--- src/rtl/almtmr_pkg.sv ---
package almtmr_pkg;
  localparam int REG_CTRL    = 0;
  localparam int REG_ALM0    = 1;
  localparam int REG_TMR_CTL = 5;
  localparam int REG_TMR_VAL = 6;

  localparam int BIT_PULSE = 4;
  localparam int BIT_AF    = 3;
  localparam int BIT_TF    = 2;
  localparam int BIT_AIE   = 1;
  localparam int BIT_TIE   = 0;

  localparam int NUM_FIELDS = 4;

  typedef struct packed {
    logic [NUM_FIELDS-1:0] wrAlarm;
    logic                  wrTmrCtl;
    logic                  wrTmrVal;
  } dpStrobe_t;

  function automatic logic [7:0] fieldMask(input int idx);
    case (idx)
      0:       return 8'h7F;
      1, 2:    return 8'h3F;
      default: return 8'h07;
    endcase
  endfunction
endpackage

--- src/rtl/almtmr_ctrl.sv ---
module almtmr_ctrl
  import almtmr_pkg::*;
#(
  parameter int DATA_W = 8,
  parameter int ADDR_W = 3
) (
  input  logic              clk,
  input  logic              rstN,
  input  logic              wrEn,
  input  logic [ADDR_W-1:0] addr,
  input  logic [DATA_W-1:0] wrData,
  input  logic              almMatch,
  input  logic              tmrExpire,
  output dpStrobe_t         stb,
  output logic [DATA_W-1:0] ctrlByte,
  output logic              irqDrive
);
  logic afFlag, tfFlag, aie, tie, pulseMode, matchPrev, pulseReg;
  logic wrCtrl;

  assign wrCtrl = wrEn && (addr == ADDR_W'(REG_CTRL));

  for (genvar i = 0; i < NUM_FIELDS; i++) begin : g_alm_stb
    assign stb.wrAlarm[i] = wrEn && (addr == ADDR_W'(REG_ALM0 + i));
  end
  assign stb.wrTmrCtl = wrEn && (addr == ADDR_W'(REG_TMR_CTL));
  assign stb.wrTmrVal = wrEn && (addr == ADDR_W'(REG_TMR_VAL));

  always_ff @(posedge clk) begin
    if (!rstN) begin
      afFlag    <= 1'b0;
      tfFlag    <= 1'b0;
      aie       <= 1'b0;
      tie       <= 1'b0;
      pulseMode <= 1'b0;
      matchPrev <= 1'b0;
      pulseReg  <= 1'b0;
    end else begin
      matchPrev <= almMatch;
      pulseReg  <= tmrExpire;
      afFlag    <= (almMatch & ~matchPrev) | (afFlag & ~(wrCtrl & ~wrData[BIT_AF]));
      tfFlag    <= tmrExpire | (tfFlag & ~(wrCtrl & ~wrData[BIT_TF]));
      if (wrCtrl) begin
        pulseMode <= wrData[BIT_PULSE];
        aie       <= wrData[BIT_AIE];
        tie       <= wrData[BIT_TIE];
      end
    end
  end

  always_comb begin
    ctrlByte            = '0;
    ctrlByte[BIT_PULSE] = pulseMode;
    ctrlByte[BIT_AF]    = afFlag;
    ctrlByte[BIT_TF]    = tfFlag;
    ctrlByte[BIT_AIE]   = aie;
    ctrlByte[BIT_TIE]   = tie;
  end

  assign irqDrive = (aie & afFlag) | (tie & (pulseMode ? pulseReg : tfFlag));
endmodule

--- src/rtl/almtmr_dp.sv ---
module almtmr_dp
  import almtmr_pkg::*;
#(
  parameter int DATA_W   = 8,
  parameter int ADDR_W   = 3,
  parameter int NUM_TAPS = 4
) (
  input  logic                         clk,
  input  logic                         rstN,
  input  dpStrobe_t                    stb,
  input  logic [ADDR_W-1:0]            addr,
  input  logic [DATA_W-1:0]            wrData,
  input  logic [NUM_FIELDS*DATA_W-1:0] curTime,
  input  logic [NUM_TAPS-1:0]          taps,
  input  logic [DATA_W-1:0]            ctrlByte,
  output logic                         almMatch,
  output logic                         tmrExpire,
  output logic [DATA_W-1:0]            rdData
);
  localparam int SEL_W = $clog2(NUM_TAPS);
  localparam int DIS_BIT = DATA_W - 1;

  logic [DATA_W-1:0]     almReg [NUM_FIELDS];
  logic [NUM_FIELDS-1:0] fieldHit, fieldOn;

  for (genvar i = 0; i < NUM_FIELDS; i++) begin : g_field
    localparam logic [DATA_W-1:0] MASK = DATA_W'(fieldMask(i));
    always_ff @(posedge clk) begin
      if (!rstN)                almReg[i] <= DATA_W'(1) << DIS_BIT;
      else if (stb.wrAlarm[i])  almReg[i] <= wrData;
    end
    assign fieldOn[i]  = ~almReg[i][DIS_BIT];
    assign fieldHit[i] = almReg[i][DIS_BIT] |
                         ((curTime[i*DATA_W +: DATA_W] & MASK) == (almReg[i] & MASK));
  end

  assign almMatch = (&fieldHit) & (|fieldOn);

  logic              tmrEn;
  logic [SEL_W-1:0]  tmrSel;
  logic [DATA_W-1:0] rld, cnt;
  logic              advance;

  assign advance   = tmrEn && taps[tmrSel] && (rld != '0) && (cnt != '0) && !stb.wrTmrVal;
  assign tmrExpire = advance && (cnt == DATA_W'(1));

  always_ff @(posedge clk) begin
    if (!rstN) begin
      tmrEn  <= 1'b0;
      tmrSel <= '1;
      rld    <= '0;
      cnt    <= '0;
    end else begin
      if (stb.wrTmrCtl) begin
        tmrEn  <= wrData[DIS_BIT];
        tmrSel <= wrData[SEL_W-1:0];
      end
      if (stb.wrTmrVal) begin
        rld <= wrData;
        cnt <= wrData;
      end else if (advance) begin
        cnt <= (cnt == DATA_W'(1)) ? rld : cnt - DATA_W'(1);
      end
    end
  end

  always_comb begin
    rdData = '0;
    if (addr == ADDR_W'(REG_CTRL)) rdData = ctrlByte;
    for (int i = 0; i < NUM_FIELDS; i++)
      if (addr == ADDR_W'(REG_ALM0 + i)) rdData = almReg[i];
    if (addr == ADDR_W'(REG_TMR_CTL)) begin
      rdData                 = '0;
      rdData[DIS_BIT]        = tmrEn;
      rdData[SEL_W-1:0]      = tmrSel;
    end
    if (addr == ADDR_W'(REG_TMR_VAL)) rdData = cnt;
  end
endmodule

--- src/rtl/almtmr_irq.sv ---
module almtmr_irq
  import almtmr_pkg::*;
#(
  parameter int DATA_W   = 8,
  parameter int ADDR_W   = 3,
  parameter int NUM_TAPS = 4
) (
  input  logic              clk,
  input  logic              rstN,
  input  logic              wrEn,
  input  logic [ADDR_W-1:0] addr,
  input  logic [DATA_W-1:0] wrData,
  output logic [DATA_W-1:0] rdData,
  input  logic [DATA_W-1:0] curMin,
  input  logic [DATA_W-1:0] curHour,
  input  logic [DATA_W-1:0] curDay,
  input  logic [DATA_W-1:0] curWday,
  input  logic              tickFast,
  input  logic              tick64Hz,
  input  logic              tickSec,
  input  logic              tickMinute,
  output logic              irqDrive
);
  dpStrobe_t         stb;
  logic              almMatch, tmrExpire;
  logic [DATA_W-1:0] ctrlByte;
  logic [NUM_TAPS-1:0] taps;

  assign taps = NUM_TAPS'({tickMinute, tickSec, tick64Hz, tickFast});

  almtmr_ctrl #(.DATA_W(DATA_W), .ADDR_W(ADDR_W)) u_ctrl (
    .clk(clk), .rstN(rstN), .wrEn(wrEn), .addr(addr), .wrData(wrData),
    .almMatch(almMatch), .tmrExpire(tmrExpire), .stb(stb),
    .ctrlByte(ctrlByte), .irqDrive(irqDrive)
  );

  almtmr_dp #(.DATA_W(DATA_W), .ADDR_W(ADDR_W), .NUM_TAPS(NUM_TAPS)) u_dp (
    .clk(clk), .rstN(rstN), .stb(stb), .addr(addr), .wrData(wrData),
    .curTime({curWday, curDay, curHour, curMin}), .taps(taps),
    .ctrlByte(ctrlByte), .almMatch(almMatch), .tmrExpire(tmrExpire),
    .rdData(rdData)
  );
endmodule

--- config.mk ---
export PLATFORM = sky130hd
export DESIGN_NAME = almtmr_irq
export DESIGN_NICKNAME = d
export VERILOG_FILES = /design/src/rtl/almtmr_pkg.sv /design/src/rtl/almtmr_ctrl.sv /design/src/rtl/almtmr_dp.sv /design/src/rtl/almtmr_irq.sv
export SDC_FILE = /design/constraint.sdc
export NUM_CORES = 1
export LEC_CHECK = 0
export BUFFER_PORTS_ARGS = -buffer_cell sky130_fd_sc_hd__buf_2
export CAP_MARGIN = 30
export CELL_PAD_IN_SITES_DETAIL_PLACEMENT = 0
export CELL_PAD_IN_SITES_GLOBAL_PLACEMENT = 2
export CORE_ASPECT_RATIO = 1.25
export CORE_MARGIN = 10
export CORE_UTILIZATION = 35
export DETAILED_ROUTE_END_ITERATION = 16
export PLACE_DENSITY_LB_ADDON = 0.12
export SKIP_LAST_GASP = 1
export SLEW_MARGIN = 20
export SYNTH_ARGS = -nofsm -noshare
export SYNTH_HDL_FRONTEND = slang
export SYNTH_SLANG_ARGS = --single-unit
--- constraint.sdc ---
create_clock -name clk -period 2.5 [get_ports clk]
set_input_delay 0.125 -clock clk [delete_from_list [all_inputs] [get_ports clk]]
set_output_delay 0.125 -clock clk [all_outputs]
set_load 0.02 [all_outputs]
==> results of run 1 <==
## registers in the layout, indices dropped and copies added (netlist names)
register,cells
u_ctrl.afFlag,1
u_ctrl.aie,1
u_ctrl.matchPrev,1
u_ctrl.pulseMode,1
u_ctrl.pulseReg,1
u_ctrl.tfFlag,1
u_ctrl.tie,1
u_dp.almReg,32
u_dp.cnt,8
u_dp.rld,8
u_dp.tmrEn,1
u_dp.tmrSel,2
## report_power, final
group / total [mW] / internal (mW) / switching, mW
Sequential: 1.10 / 1.05 / 0.0429
Combinational: 0.339 / 0.139 / 0.200
Clock: 1.59 / 1.16 / 0.436
Total: 3.03 / 2.35 / 0.679
## cells in the final DEF (no fill, tap or decap), types with 12 or more instances in the layout
cell,count
a21oi_1,21
dfxtp_1,26
buf_2,48
edfxtp_1,32
buf_4,15
xnor2_1,12
mux2i_1,14
nor2_1,25
and2_1,28
nand2_1,32
## kinds of logic (layout without fill, tap and decap cells)
| family | Yosys count | after routing |
|---|---|---|
| and+or+nand+nor | 133 | 133 |
| AOI/OAI and AO/OA | 81 | 81 |
| buffers and inverters | 24 | 84 |
| DFF | 58 | 58 |
| muxes | 22 | 22 |
| adders and majority gates | 2 | 2 |
| xor gates and xnor gates | 22 | 22 |
## synth_stat cells (all sizes together), types with 4 or more instances
cell type	count	share of area
a211oi	7	0.017
a21oi	21	0.032
a22o	4	0.011
a31oi	7	0.013
and2	28	0.053
buf	11	0.017
clkbuf	8	0.0091
dfxtp	26	0.16
edfxtp	32	0.29
inv	4	0.0045
mux2	6	0.020
mux2i	14	0.042
nand2	32	0.036
nand2b	5	0.0094
nand3	7	0.011
nor2	25	0.028
nor2b	6	0.011
nor3	5	0.0075
nor4	6	0.018
o21ai	15	0.023
or3	6	0.011
xnor2	12	0.032
xor2	10	0.026
## routing by layer
layer / vias up / share of wire / routed length (um) / global-route usage
met5: - / 0 / 0 / 0
met4: 0 / 0.024 / 257 / 0.0862
met3: 14 / 0.043 / 459 / 0.0300
met2: 59 / 0.53 / 5670 / 0.286
met1: 1346 / 0.40 / 4280 / 0.172
li1: 1378 / - / - / -
## through the flow
stage / util / total power, mW / std cells / hold slack (ns) / cell area (um^2)
after global placement: 0.407 / 1.46 / 509 / 0.409 / 3740
after CTS: 0.449 / 3.05 / 525 / 0.129 / 4120
after floorplan: - / 1.31 / 342 / 0.250 / 3320
after global routing: 0.449 / 3.13 / 525 / 0.168 / 4120
after detailed placement: 0.407 / 1.46 / 509 / 0.409 / 3740
final: 0.449 / 3.03 / 525 / 0.129 / 4120
## how the worst max path moves through the flow
stage | endpoint | cells past startpoint | slack (ns)
2_1_floorplan | u_dp.cnt[4]$_SDFFE_PN0P_ | 6 | 0.76
3_3_place_gp | u_dp.cnt[4]$_SDFFE_PN0P_ | 6 | 0.56
3_5_place_dp | u_dp.cnt[4]$_SDFFE_PN0P_ | 6 | 0.53
4_1_cts | rdData[7] | 5 | 0.47
5_1_grt | rdData[1] | 6 | 0.28
6_report | rdData[7] | 5 | 0.47
## area by class of cell
class                      count  area (um^2)
multi-input combinational    260         1730
tap                          123          154
timing repair buffer          63          353
clock inverter                 4          120
sequential                    58         1480
fill                         935         5050
inverter                       5         18.8
clock buffer                  12          267
## tightest hold or removal path, delay by kind of cell
family	cells	cell delay (ns)
buffers and inverters	1	0.16
AND/OR/NAND/NOR	1	0.07
AO/OA/AOI/OAI	1	0.05
==> impl_metrics.json, run 1 <==
{
  "synthMuxAreaShare": 0.0762,
  "synthesis.instances": 342,
  "min_delay_path_depth": 3,
  "grt_use_total": 0.159,
  "startpoint_type": "flip-flop",
  "syn-cell-area_um2": 3320,
  "die_y_um": 129,
  "cpMaxStageDelayCell": "edfxtp_1",
  "core_um2": 9170,
  "reg2reg_from": "u_dp.cnt[0]$_SDFFE_PN0P_",
  "vias": 2797,
  "synth_top_family_by_area": "simple AND/OR/NAND/NOR gates",
  "worstHoldPathType": "in2reg",
  "yosysWarnings": 0,
  "grt_pass1_wl_um": 16400,
  "crit_arrival_ns": 1.91,
  "cp.required_ns": 2.38,
  "synth.avg_cell_area_um2": 9.69,
  "cp_top_family": "compound AO/OA/AOI/OAI gates",
  "cts_tree": "yes",
  "crit_top_cell": "a21oi_1",
  "drt-total-wl_um": 10700,
  "fin_nets": 449,
  "worstMarginPinSlew_ns": 0.528,
  "synth_seq_area_share": 0.447,
  "synth_fa_ha_area_frac": 0.00755,
  "die_width_um": 107,
  "drtPass1Iterations": 4,
  "antenna_cells": 0,
  "setup_viol": 0,
  "fin_crit_ns": 2.03,
  "cp-startpoint": "u_dp.almReg[0][7]$_SDFFCE_PN1P_",
  "gp_congestion": 0.799,
  "ir_drop_uv": 367,
  "viasPerCell": 5.33,
  "hpwl_um": 8150,
  "clk_latency_ns": 0.34,
  "wl_per_cell_um": 20.3,
  "io_buffers": 48,
  "crit_type": "reg2out",
  "ys_async_sr_fraction": 0,
  "ant_nets": 0,
  "drive_above_1_share": 0.219,
  "min_from": "wrData[6]",
  "skew_ns": 0.00502,
  "ys.flop_type": "edfxtp_1",
  "ctsHoldBuffers": 0,
  "power.density_nw_per_um2": 734,
  "critPathCaptureType": "output port",
  "dieArea_um2": 13800,
  "fin_ws_ns": 0.466,
  "grt_max_degree": 26,
  "area_growth_pct": 24.3,
  "postCtsSetupRepairBufs": 0,
  "synth_compound_area_frac": 0.162,
  "clockBufferDepth": 2,
  "ys_ff_latch": 58,
  "ys_types": 57,
  "timing.fmax_mhz": 492,
  "grt_pass1_vias": 2861,
  "crit_buf_inv": 1,
  "setup_tns_ns": 0,
  "postCtsResizedCells": 0,
  "antenna_found_initial": 0,
  "cp_max_fo": 3,
  "reg2reg_slack_ns": 0.51,
  "clk_pin_slew_ns": 0.05,
  "drc": 0,
  "maxSlewHeadroom": 0.647,
  "rsz0062_at_grt": "no",
  "initial_core_util": 0.361,
  "min_period_over_period": 0.814,
  "slowest_delay_ns": 0.44,
  "p_leak_nw": 1.62,
  "reg2reg_depth": 6,
  "cts.sinks": 58,
  "syn_nets": 394,
  "gr-total-overflow": 0,
  "clockRootBuffer": "clkbuf_16",
  "cts_buffers": 9,
  "drv_cap": 0,
  "drtIter0Drc": 98,
  "io_pins": 59,
  "outcome": "finished clean",
  "maxSlewViolCount": 0,
  "finalHoldViolCount": 0,
  "path_cells": "mux2_1 > a21oi_1 > a21oi_1 > a311o_1 > buf_2",
  "pre_cts_slack_ns": 0.527,
  "worst_hold_path.endpoint": "u_dp.rld[6]$_SDFFE_PN0P_",
  "r2r_end": "u_dp.cnt[4]$_SDFFE_PN0P_",
  "synth_xor_area_frac": 0.0581,
  "synthSimpleGateAreaFrac": 0.217,
  "synth-edff-count": 32,
  "h-tree-depth": 3,
  "num_rows": 39
}
No activity file was read; power rests on OpenSTA's default activity.
==> run 2: changes to the inputs <==
--- a/config.mk
+++ b/config.mk
@@ -5,13 +5,14 @@
 export SDC_FILE = /design/constraint.sdc
 export NUM_CORES = 1
 export LEC_CHECK = 0
+export ABC_AREA = 1
 export BUFFER_PORTS_ARGS = -buffer_cell sky130_fd_sc_hd__buf_2
 export CAP_MARGIN = 30
 export CELL_PAD_IN_SITES_DETAIL_PLACEMENT = 0
 export CELL_PAD_IN_SITES_GLOBAL_PLACEMENT = 2
 export CORE_ASPECT_RATIO = 1.25
 export CORE_MARGIN = 10
-export CORE_UTILIZATION = 35
+export CORE_UTILIZATION = 31
 export DETAILED_ROUTE_END_ITERATION = 16
 export PLACE_DENSITY_LB_ADDON = 0.12
 export SKIP_LAST_GASP = 1
==> constraint.sdc (replaced) <==
create_clock -name clk -period 1.9 [get_ports clk]
set_input_delay 0.095 -clock clk [delete_from_list [all_inputs] [get_ports clk]]
set_output_delay 0.095 -clock clk [all_outputs]
set_load 0.02 [all_outputs]
==> impl_metrics.json, run 2 <==
{
  "outcome": "finished clean",
  "largest_register": "u_dp.almReg",
  "cp.required_ns": 1.80,
  "worstHoldPathType": "in2reg",
  "rsz0062_at_grt": "no",
  "syn_nets": 508,
  "synth-edff-count": 32,
  "postCtsSetupRepairBufs": 0,
  "critPathCaptureType": "output port",
  "finalHoldViolCount": 0,
  "ys_async_sr_fraction": 0,
  "min_period_over_period": 0.925,
  "ant_nets": 0,
  "fin_nets": 570,
  "h-tree-depth": 3,
  "dieArea_um2": 15200,
  "fill_cells": 1151,
  "gr-total-overflow": 0,
  "io_buffers": 48,
  "multi_input_area_um2": 1540,
  "largest_register_ffs": 32,
  "grt_pass1_wl_um": 16300,
  "maxSlewHeadroom": 0.683,
  "clockRootBuffer": "clkbuf_16",
  "slowest_delay_ns": 0.41,
  "ir_drop_uv": 421,
  "grt_use_total": 0.139,
  "use_met2": 0.260,
  "cts_buffers": 9,
  "viasPerCell": 4.68,
  "dp_cells": 639,
  "hpwl_um": 8460,
  "cts.sinks": 58,
  "io_pins": 59,
  "wl_per_cell_um": 16.1,
  "ff_latch_area_um2": 1480,
  "yosysWarnings": 0,
  "die_width_um": 112,
  "cp_max_fo": 2,
  "drt-total-wl_um": 10500,
  "clk_latency_ns": 0.34,
  "synthesis.instances": 456,
  "antenna_cells": 0,
  "comb_power_share": 0.129,
  "met3_usage": 0.0310,
  "crit_arrival_ns": 1.66,
  "drtPass1Iterations": 4,
  "fin_crit_ns": 1.76,
  "yosys.area.top_type": "edfxtp_1",
  "synth.most_common_cell": "nand2_1",
  "pwr-share-seq": 0.392,
  "clockBufferDepth": 2,
  "p_sw_frac": 0.259,
  "layout_commonest_cell": "nand2_1",
  "fin_cells": 655,
  "most-common-layout-cells": "nand2_1 (129), nor2_1 (74), inv_1 (51)",
  "antenna_found_initial": 0,
  "core_um2": 10500,
  "setup_viol": 0,
  "drv_cap": 0,
  "postCtsResizedCells": 0,
  "top_regs": "u_dp.almReg (32), u_dp.cnt (8), u_dp.rld (8)",
  "power_mw": 3.64,
  "synth_area_leaders": "edfxtp_1 (29%), dfxtp_1 (16%), nand2_1 (15%), nor2_1 (8.4%), inv_1 (5.8%)",
  "skew_ns": 0.00713,
  "vias": 3063,
  "drc": 0,
  "die_y_um": 135,
  "grt_pass1_vias": 3109,
  "initial_core_util": 0.314,
  "grt-busiest-layer": "met2",
  "area_growth_pct": 23.1,
  "grt_max_degree": 17,
  "setup_tns_ns": 0,
  "ctsHoldBuffers": 0,
  "p_int_mw": 2.70,
  "synth.avg_cell_area_um2": 7.24,
  "yosys-top-cells-count": "nand2_1 (129), nor2_1 (74), inv_1 (51)",
  "clk_pin_slew_ns": 0.06,
  "reg2reg_slack_ns": 0.25,
  "timing.fmax_mhz": 569,
  "power.density_nw_per_um2": 896,
  "p_clk_frac": 0.479,
  "synth_seq_area_share": 0.448,
  "globalRouteMet1Util": 0.146,
  "drtIter0Drc": 132,
  "cts_tree": "yes",
  "ys_ff_latch": 58,
  "cpMaxStageDelayCell": "edfxtp_1",
  "gp_congestion": 0.803,
  "worstMarginPinSlew_ns": 0.475,
  "drive_above_1_share": 0.193,
  "ys.flop_type": "edfxtp_1",
  "ys_types": 33,
  "maxSlewViolCount": 0,
  "power_switching_mw": 0.945,
  "yosysTopAreaCellShare": 0.291,
  "path_cells": "nand2_1 > o21ai_0 > nor3_1 > o2111ai_1 > buf_2",
  "p_leak_nw": 1.88,
  "syn-cell-area_um2": 3300,
  "startpoint_type": "flip-flop",
  "crit_type": "reg2out",
  "num_rows": 42
}
[run 2: cell count changes after synthesis, moves of 16 or more]
cell / change
inv_1: +47
and2_1: -28
nand2_1: +97
nand3_1: +16
nor2_1: +49
[run 2: power by group through the flow]
stage	registers, mW	logic, mW	clock network (mW)
6_report	1.43	0.470	1.74
5_1_grt	1.44	0.530	1.81
4_1_cts	1.43	0.481	1.75
3_5_place_dp	1.45	0.478	0
3_3_place_gp	1.45	0.477	0
2_1_floorplan	1.44	0.297	0
[run 2: area by class of cell]
class | instances | area share
timing repair buffer | 58 | 0.0776
tap | 132 | 0.0406
clock inverter | 7 | 0.0231
inverter | 66 | 0.0609
multi-input combinational | 325 | 0.378
clock buffer | 9 | 0.0554
sequential | 58 | 0.364
[run 2: cell families after synthesis]
logic type	synth area share
compound gates	0.106
xor+xnor	0.0371
fa+ha+maj	0.00757
buf+inv	0.0864
flops	0.448
simple gates	0.315
[run 2: through the flow]
stage               hold slack, ns  cell area [um^2]  utilization  worst slack, ns
finish                      0.0357              4070        0.387            0.142
global placement             0.382              3750        0.356            0.235
floorplan                    0.221              3300            -            0.430
CTS                         0.0407              4070        0.387            0.134
detailed placement           0.394              3750        0.356            0.234
global route                0.0700              4070        0.387           0.0327
[run 2: metal layers]
metal,vias to the layer above,share of wire
li1,1591,-
met1,1413,0.40
met2,43,0.54
met3,16,0.034
met4,0,0.026
met5,-,0
[run 2: final timing paths]
path	start	depth (start not counted)	end
worst max-delay path	u_dp.almReg[0][1]$_SDFFCE_PN0P_	5	rdData[1]
worst min-delay path	wrData[0]	3	u_dp.tmrSel[0]$_SDFFE_PN1P_
worst max register to register	u_dp.cnt[1]$_SDFFE_PN0P_	9	u_dp.cnt[7]$_SDFFE_PN0P_
worst min register to register	u_dp.rld[4]$_SDFFE_PN0P_	2	u_dp.rld[4]$_SDFFE_PN0P_
[run 2: worst max-delay path: cells and delay by family (launching register included)]
kind,cells,cell delay [ns]
AO/OA/AOI/OAI,2,0.34
buffers and inverters,1,0.21
AND/OR/NAND/NOR,2,0.36
flip-flops,1,0.41
==> run 3: changes to the inputs <==
--- a/config.mk
+++ b/config.mk
@@ -5,14 +5,13 @@
 export SDC_FILE = /design/constraint.sdc
 export NUM_CORES = 1
 export LEC_CHECK = 0
-export ABC_AREA = 1
 export BUFFER_PORTS_ARGS = -buffer_cell sky130_fd_sc_hd__buf_2
 export CAP_MARGIN = 30
 export CELL_PAD_IN_SITES_DETAIL_PLACEMENT = 0
 export CELL_PAD_IN_SITES_GLOBAL_PLACEMENT = 2
 export CORE_ASPECT_RATIO = 1.25
 export CORE_MARGIN = 10
-export CORE_UTILIZATION = 31
+export CORE_UTILIZATION = 35
 export DETAILED_ROUTE_END_ITERATION = 16
 export PLACE_DENSITY_LB_ADDON = 0.12
 export SKIP_LAST_GASP = 1
==> impl_metrics.json, run 3 (synthesis gave the netlist of run 1 again) <==
{
  "outcome": "finished clean",
  "fin_crit_ns": 1.85,
  "finalHoldViolCount": 0,
  "clockRootBuffer": "clkbuf_16",
  "initial_core_util": 0.361,
  "h-tree-depth": 3,
  "maxSlewViolCount": 0,
  "crit_cells": 5,
  "cp_top_family": "compound AO/OA/AOI/OAI gates",
  "antenna_cells": 0,
  "startpoint_type": "flip-flop",
  "min_period_over_period": 0.975,
  "timing.fmax_mhz": 540,
  "clk_latency_ns": 0.32,
  "layout_commonest_cell": "buf_2",
  "postCtsSetupRepairBufs": 0,
  "critPathCaptureType": "output port",
  "io_pins": 59,
  "hpwl_um": 8410,
  "drc": 0,
  "fin_util": 0.449,
  "drt-total-wl_um": 10700,
  "worstHoldPathType": "in2reg",
  "clk_pin_slew_ns": 0.05,
  "die_y_um": 129,
  "vias": 2836,
  "rsz0062_at_grt": "yes",
  "reg2reg_depth": 7,
  "setup_viol": 0,
  "largest_register": "u_dp.almReg",
  "most-common-layout-cells": "buf_2 (47), nand2_1 (32), edfxtp_1 (32)",
  "slowest_delay_ns": 0.42,
  "maxSlewHeadroom": 0.722,
  "cts.sinks": 58,
  "reg2reg_slack_ns": 0.13,
  "antenna_found_initial": 0,
  "gp_congestion": 0.813,
  "cp.required_ns": 1.80,
  "crit_arrival_ns": 1.76,
  "min_delay_path_depth": 2,
  "grt_use_total": 0.158,
  "drv_cap": 0,
  "viasPerCell": 5.28,
  "grt_pass1_wl_um": 16500,
  "hold_ws_ns": 0.0946,
  "drtPass1Iterations": 4,
  "ir_drop_uv": 414,
  "largest_register_ffs": 32,
  "core_um2": 9170,
  "power.density_nw_per_um2": 807,
  "fin_nets": 462,
  "worstMarginPinSlew_ns": 0.413,
  "p_leak_nw": 1.63,
  "num_rows": 39,
  "io_buffers": 48,
  "drive_above_1_share": 0.249,
  "ant_nets": 0,
  "crit_buf_inv": 1,
  "crit_type": "reg2out",
  "skew_ns": 0.00405,
  "top_regs": "u_dp.almReg (32), u_dp.cnt (8), u_dp.rld (8)",
  "cpMaxStageDelayCell": "edfxtp_1",
  "grt_max_degree": 22,
  "cp_max_fo": 2,
  "die_width_um": 107,
  "power_mw": 3.33,
  "gr-total-overflow": 0,
  "dieArea_um2": 13800,
  "drtIter0Drc": 128,
  "area_growth_pct": 24.3,
  "path_cells": "mux2_4 > a21oi_4 > nor2_1 > a311o_1 > buf_4",
  "wl_per_cell_um": 19.9,
  "cts_buffers": 9,
  "clockBufferDepth": 2,
  "grt_pass1_vias": 2968,
  "cts_tree": "yes"
}
==> run 3: cell types whose count changed in the layout (fill, tap and decap cells not counted), sizes merged, moves of 7 or more <==
cell    delta
nand2    -101
inv       -61
nor2      -53
and2      +28
buf       +18
nand3     -17
mux2i     +14
o21ai     -13
a211oi     +7
a31oi      +7
==> run 3: worst paths after layout <==
| check | startpoint | endpoint |
|---|---|---|
| max reg2reg | u_dp.cnt[0]$_SDFFE_PN0P_ | u_dp.cnt[7]$_SDFFE_PN0P_ |
| min | rstN | u_dp.tmrSel[1]$_SDFFE_PN1P_ |
| min reg2reg | u_ctrl.matchPrev$_SDFF_PN0_ | u_ctrl.afFlag$_SDFF_PN0_ |
| max | u_dp.almReg[2][7]$_SDFFCE_PN1P_ | rdData[7] |
==> run 3: per-stage QoR <==
step	area, um^2	setup WS, ns	cells	TNS, ns
floorplan	3320	0.164	342	0
global placement	3830	0.0987	522	0
detailed placement	3830	0.0738	522	0
CTS	4100	0.0126	537	0
global route	4120	-0.0157	537	-0.0168
finish	4120	0.0482	537	0
==> run 3: per-layer routing <==
layer  track usage  up-vias  share of wire
met4        0.0630        0          0.020
met2         0.288       55           0.54
met1         0.170     1367           0.40
li1              -     1400              -
met5             0        -              0
met3        0.0370       14          0.042
==> run 3: timing repair <==
item | 4_1_cts | 5_1_grt
resized for setup | 5 | 4
pin swaps | 4 | 1
hold buffers | 0 | 0
endpoints found under the setup margin | 2 | 4
==> run 3: final cells by class <==
cell class	instances	area (um^2)
fillers	967	5050
multi-input cells	260	1760
flip-flops and latches	58	1480
repair buffers	76	453
clock buffers	10	229
well taps	123	154
clock inverters	5	23.8
inverters	5	18.8
==> run 3: power by group <==
group          internal (mW)  total (mW)  leakage, nW  switching (mW)
Clock                  0.857        1.40        0.121           0.542
Sequential              1.39        1.44        0.522          0.0493
Combinational          0.208       0.489        0.985           0.281
Total                   2.45        3.33         1.63           0.872
